<file path="src/rtl/holb_pkg.sv">
package holb_pkg;
  localparam int REG_W     = 32;
  localparam int TGT_W     = 64;
  localparam int PRE_DIV   = 128;
  localparam int BASE_LSB  = 0;
  localparam int BASE_W    = 5;
  localparam int SCALE_LSB = 8;
  localparam int SCALE_W   = 5;

  typedef enum logic {FMT_WIDE = 1'b0, FMT_COMPACT = 1'b1} fmt_e;

  function automatic logic [REG_W-1:0] compact_mask();
    logic [REG_W-1:0] m;
    m = '0;
    for (int i = 0; i < BASE_W; i++)  m[BASE_LSB + i]  = 1'b1;
    for (int i = 0; i < SCALE_W; i++) m[SCALE_LSB + i] = 1'b1;
    return m;
  endfunction
endpackage

</file>
<file path="src/rtl/holb_cfg_reg.sv">
module holb_cfg_reg
  import holb_pkg::*;
#(
  parameter int RW = REG_W,
  parameter int TW = TGT_W
)(
  input  logic          clk,
  input  logic          rst,
  input  logic          we,
  input  logic [RW-1:0] wdata,
  input  logic          fmt,
  output logic [RW-1:0] rdata,
  output logic [TW-1:0] target
);
  localparam logic [RW-1:0] CMASK = RW'(compact_mask());

  logic [RW-1:0]      store_q;
  logic [BASE_W-1:0]  base_f;
  logic [SCALE_W-1:0] scale_f;
  logic [TW-1:0]      tgt_wide;
  logic [TW-1:0]      tgt_cmp;

  always_ff @(posedge clk) begin
    if (rst) begin
      store_q <= '0;
      rdata   <= '0;
    end else begin
      rdata <= (fmt_e'(fmt) == FMT_COMPACT) ? (store_q & CMASK) : store_q;
      if (we) store_q <= wdata;
    end
  end

  assign base_f   = store_q[BASE_LSB +: BASE_W];
  assign scale_f  = store_q[SCALE_LSB +: SCALE_W];
  assign tgt_wide = TW'(store_q);
  assign tgt_cmp  = TW'(base_f) << scale_f;

  always_comb begin
    target = (fmt_e'(fmt) == FMT_COMPACT) ? tgt_cmp : tgt_wide;
  end
endmodule

</file>
<file path="src/rtl/holb_prescaler.sv">
module holb_prescaler #(
  parameter int DIV = 128
)(
  input  logic clk,
  input  logic rst,
  input  logic clr,
  input  logic run,
  output logic tick
);
  localparam int PW = (DIV > 1) ? $clog2(DIV) : 1;
  localparam logic [PW-1:0] LAST = PW'(DIV - 1);

  logic [PW-1:0] pc_q;

  always_ff @(posedge clk) begin
    if (rst || clr) begin
      pc_q <= '0;
    end else if (run) begin
      pc_q <= (pc_q == LAST) ? '0 : pc_q + 1'b1;
    end
  end

  assign tick = run && (pc_q == LAST);
endmodule

</file>
<file path="src/rtl/holb_tick_counter.sv">
module holb_tick_counter #(
  parameter int TW = 64
)(
  input  logic          clk,
  input  logic          rst,
  input  logic          clr,
  input  logic          run,
  input  logic          tick,
  input  logic [TW-1:0] target,
  output logic          done,
  output logic          expire
);
  logic [TW-1:0] tc_q;
  logic          zero_tgt;
  logic          reach;

  assign zero_tgt = (target == '0);
  assign reach    = tick && ((tc_q + 1'b1) == target);

  always_ff @(posedge clk) begin
    if (rst || clr) begin
      tc_q   <= '0;
      done   <= 1'b0;
      expire <= 1'b0;
    end else if (run && (zero_tgt || reach)) begin
      done   <= 1'b1;
      expire <= 1'b1;
    end else begin
      expire <= 1'b0;
      if (run && tick) tc_q <= tc_q + 1'b1;
    end
  end
endmodule

</file>
<file path="src/rtl/holb_timer.sv">
module holb_timer
  import holb_pkg::*;
#(
  parameter int RW  = REG_W,
  parameter int TW  = TGT_W,
  parameter int DIV = PRE_DIV
)(
  input  logic          clk,
  input  logic          rst,
  input  logic          cfg_we,
  input  logic [RW-1:0] cfg_wdata,
  input  logic          fmt_compact,
  input  logic          holb_en,
  input  logic          head_blocked,
  output logic          expire,
  output logic [RW-1:0] cfg_rdata
);
  logic [TW-1:0] target;
  logic          armed;
  logic          clr;
  logic          run;
  logic          tick;
  logic          done;

  assign armed = holb_en && head_blocked;
  assign clr   = !armed || cfg_we;
  assign run   = armed && !cfg_we && !done;

  holb_cfg_reg #(.RW(RW), .TW(TW)) u_cfg (
    .clk(clk), .rst(rst), .we(cfg_we), .wdata(cfg_wdata),
    .fmt(fmt_compact), .rdata(cfg_rdata), .target(target)
  );

  holb_prescaler #(.DIV(DIV)) u_pre (
    .clk(clk), .rst(rst), .clr(clr), .run(run), .tick(tick)
  );

  holb_tick_counter #(.TW(TW)) u_cnt (
    .clk(clk), .rst(rst), .clr(clr), .run(run), .tick(tick),
    .target(target), .done(done), .expire(expire)
  );
endmodule

</file>
<file path="config.mk">
export PLATFORM = sky130hd
export DESIGN_NAME = holb_timer
export DESIGN_NICKNAME = d
export VERILOG_FILES = /design/src/rtl/holb_pkg.sv /design/src/rtl/holb_cfg_reg.sv /design/src/rtl/holb_prescaler.sv /design/src/rtl/holb_tick_counter.sv /design/src/rtl/holb_timer.sv
export SDC_FILE = /design/constraint.sdc
export NUM_CORES = 1
export LEC_CHECK = 0
export CORE_ASPECT_RATIO = 1.1
export CORE_MARGIN = 10
export CORE_UTILIZATION = 55
export DETAILED_ROUTE_END_ITERATION = 8
export DONT_BUFFER_PORTS = 1
export GPL_TIMING_DRIVEN = 0
export PLACE_DENSITY = 0.73
export SLEW_MARGIN = 0
export SYNTH_ARGS = -nofsm -noshare
export SYNTH_HDL_FRONTEND = slang
export SYNTH_SLANG_ARGS = --single-unit
</file>
<file path="constraint.sdc">
create_clock -name clk -period 4.2 [get_ports clk]
set_clock_uncertainty 0.05 [all_clocks]
set_input_delay 0.42 -clock clk [delete_from_list [all_inputs] [get_ports clk]]
set_output_delay 0.42 -clock clk [all_outputs]
set_load 0.02 [all_outputs]
</file>
==> run metrics <==
Max Slew Vio Count=0; deepest clock path buffer count=2; part of the Yosys area used for sequential elements=29.8%; total grt overflow=0; Synthesis Warnings=0; crit-path leading delay family=simple AND/OR/NAND/NOR gates; CP Launch Type=register; critical path type=reg -> reg; outcome=complete, but fails checks; First-pass DRT Iterations=8; initial antenna violation count=0; Antenna Nets Post-Route=0; Synth Area in Adders=less than 1%; synth top area cells=dfxtp_1 30%, mux2i_1 4.8%, nand4_1 4.2%; vias in the first global route=9300; fin worst setup slack=-0.238 ns; Mapped Nets=~1200; cells along the critical path=nand4_1 > nor4_4 > buf_4 > nand4_1 > xor2_1 > nand2_1 > or4_4 > or4_4 > o311ai_4 > buf_12 > buf_12 > buf_4 > buf_6 > or3_1 > a21oi_1; synthesized area per cell=between 7 and 8 µm²; gr usage total=between 30% and 40%; final hold viol count=0; P_leak=roughly 3.7 nW; Max Cap Violations=0; synth unique cells=76; Net Sw Frac=about 29%; post-synthesis mux area share=roughly 5.8%; Starting Density=56.2%; top-area cell type share of the netlist area=between 20% and 30%; synth cell count leaders=137 x dfxtp_1, 83 x nor2_1, 75 x nand2_1; via count=just over 10000; Post-Route M1 WL=approximately 14000 µm; RSZ-0062 raised after global routing=yes; reg2reg end=u_cnt.tc_q[38]$_SDFFE_PP0P_; I/O pin total=71; drt initial violations=about 1400; DR top layer=met4; Final setup viols=between 60 and 70; Tcrit/Tclk final=106%; Vias/cell=between 7 and 8; Detail Placement HPWL=~26000 µm; PortBufs=0; clk root buf=clkbuf_16; final RePlAce weighted congestion=around 1.0; Hold Startpoint=cfg_wdata[29]; Worst path slowest cell=or4_4; f_max=roughly 230 MHz; CP required=4.46 ns; # clock sinks=about 140; Hold WC Path Type=in -> reg; asr flop ratio synth=0%; Total Power=between 3 and 4 mW; violated checks=negative setup slack; Int Pwr=between 2 and 2.5 mW; IR drop worst, VDD=between 0.2 and 0.3 mV; post-synthesis xor/xnor area fraction=under 10%; relative slew slack=roughly two fifths; Chip Height=about 160 µm; mean routed wirelength per cell=~25 µm; Buffers & Inverters on Critical Path=5; fillers=about 1400; CP Capture Type=register; Post-Syn Instances=around 1200; Die Wd=around 140 µm; pre-CTS setup slack=-0.999 ns; DRC=0; H-tree Lvls=4; Worst Max-Slew Pin Slew=~0.89 ns; row count=49; Antenna diodes=0; clock power share=47.9%; worst-path maximum fanout=9; final WL=roughly 36000 µm; post-synthesis compound-gate area fraction=approximately 17%; Synth Cell Area=a little over 9000 µm²; P&R area growth vs syn=20.7%; Critical Path Max Stage Delay=between 0.5 and 0.6 ns; Storage cell area=between 2000 and 3000 µm²; main combinational cell family by area after synthesis=simple AND/OR/NAND/NOR gates; top_reg_cell synth=dfxtp_1; FF-to-FF setup slack=-0.24 ns; Synth area leader=dfxtp_1; Multi-input gate area=6330 µm²; share of power burned in registers=roughly 43%; CTS tree=yes; DIE AREA=22300 µm²; flops & latches, synth=137; Hold Path Sink=u_cfg.store_q[29]$_SDFFE_PP0P_; Net Switching=about 920 µW; largest net degree at the start of global routing=17; Gate power share=under 10%; Post-synth EDFFs=0; hold depth=2; DR WL met3=roughly 3200 µm; PD cells=about 290 nW/µm²; simple-gate share of the synthesized area=approximately a third; first-pass GRT wire length=around 54000 µm; CTS Buf Count=17; CP arrival=between 4 and 5 ns; layout cells sized above 1=approximately 20%; nets@finish=between 1000 and 1500; top-count cell post-synth=dfxtp_1; core region area=approximately 16000 µm²; R2R depth=15; metal2 WL=16800 µm; R2R Path Start=u_cnt.tc_q[20]$_SDFFE_PP0P_; register clock-pin slew on the reported worst setup and hold paths=roughly 0.07 ns; clk_lat worst skew=between 0.4 and 0.5 ns; crit path time final=about 4.4 ns
==> flip-flops by register name (all words and copies together) (netlist names) <==
register and cells:
u_cfg.rdata 32, u_pre.pc_q 7, u_cfg.store_q 32, u_cnt.expire 1
u_cnt.done 1, u_cnt.tc_q 64
==> layout make-up <==
type,instances,share of cell area [%]
Inverter,14,0.474
Multi-Input combinational cell,922,57.0
Buffer,91,5.02
Timing Repair Buffer,60,5.03
Clock buffer,17,3.83
Clock inverter,15,1.40
Tap cell,204,2.30
Sequential cell,137,24.9
==> cell usage in the layout (no fill, tap or decap), drive strengths merged, types with 30 or more instances in the layout <==
| master | netlist | routed |
|---|---|---|
| dfxtp | 137 | 137 |
| nor2 | 84 | 84 |
| buf | 31 | 84 |
| clkbuf | 68 | 84 |
| nand2 | 75 | 75 |
| a21oi | 70 | 70 |
| o21ai | 66 | 66 |
| nand4 | 64 | 64 |
| or3 | 61 | 61 |
| nand3 | 52 | 52 |
| mux2i | 44 | 44 |
| xnor2 | 38 | 38 |
| nor3 | 38 | 38 |
| or4 | 36 | 36 |
| and2 | 30 | 30 |
==> power by group through the flow <==
stage	Clock [mW]	Sequential (mW)	Combinational (mW)
detailed placement	0	1.39	0.283
floorplan	0	1.38	0.206
global placement	0	1.39	0.283
CTS	1.54	1.36	0.293
global route	1.59	1.36	0.325
finish	1.54	1.36	0.307
==> stage by stage <==
stage | setup TNS, ns | util (%) | hold slack, ns | instance area [µm²] | std cells
detailed placement | -55.91 | 57.8 | 0.417 | 9460 | 1376
finish | -10.49 | 67.8 | 0.0767 | 11100 | 1460
floorplan | 0 | - | 0.388 | 9200 | 1172
global route | -13.08 | 67.8 | 0.0818 | 11100 | 1460
CTS | -3.53 | 65.0 | 0.0758 | 10600 | 1431
global placement | -56.77 | 57.8 | 0.415 | 9460 | 1376
==> per-layer routing <==
| layer | global-route usage, % | vias to the layer above |
|---|---|---|
| li1 | - | 4557 |
| met1 | 36.6 | 4836 |
| met2 | 50.4 | 648 |
| met3 | 6.94 | 216 |
| met4 | 19.4 | 0 |
| met5 | 0 | - |
==> cell families after synthesis <==
kind of cell | count (synthesis)
multiplexers | 50
flip-flops | 137
AO/OA/AOI/OAI | 246
buffers and inverters | 113
AND/OR/NAND/NOR | 559
adder cells (fa/ha/maj) | 2
XOR/XNOR | 65
==> what timing repair did <==
item / 4_1_cts / 5_1_grt
setup buffers: 24 / 33
hold buffers: 0 / 0
setup endpoints to repair: 66 / 63
gates resized for setup: 106 / 75
gates cloned: 2 / 2
pin swaps: 20 / 38
==> how the worst max path moves through the flow <==
stage / startpoint / to / slack (ns) / cells past startpoint
after detailed placement: u_cnt.tc_q[0]$_SDFFE_PP0P_ / u_cnt.tc_q[61]$_SDFFE_PP0P_ / -1.0 / 13
after global placement: u_cnt.tc_q[0]$_SDFFE_PP0P_ / u_cnt.tc_q[61]$_SDFFE_PP0P_ / -1.02 / 13
final: u_cnt.tc_q[20]$_SDFFE_PP0P_ / u_cnt.tc_q[38]$_SDFFE_PP0P_ / -0.24 / 15
after CTS: u_cnt.tc_q[0]$_SDFFE_PP0P_ / u_cnt.tc_q[1]$_SDFFE_PP0P_ / -0.13 / 17
after floorplan: u_cnt.tc_q[0]$_SDFFE_PP0P_ / u_cnt.tc_q[1]$_SDFFE_PP0P_ / 0.01 / 16
after global routing: u_cnt.tc_q[11]$_SDFFE_PP0P_ / u_cnt.tc_q[1]$_SDFFE_PP0P_ / -0.30 / 15
Power figures use the tool's default switching activity.
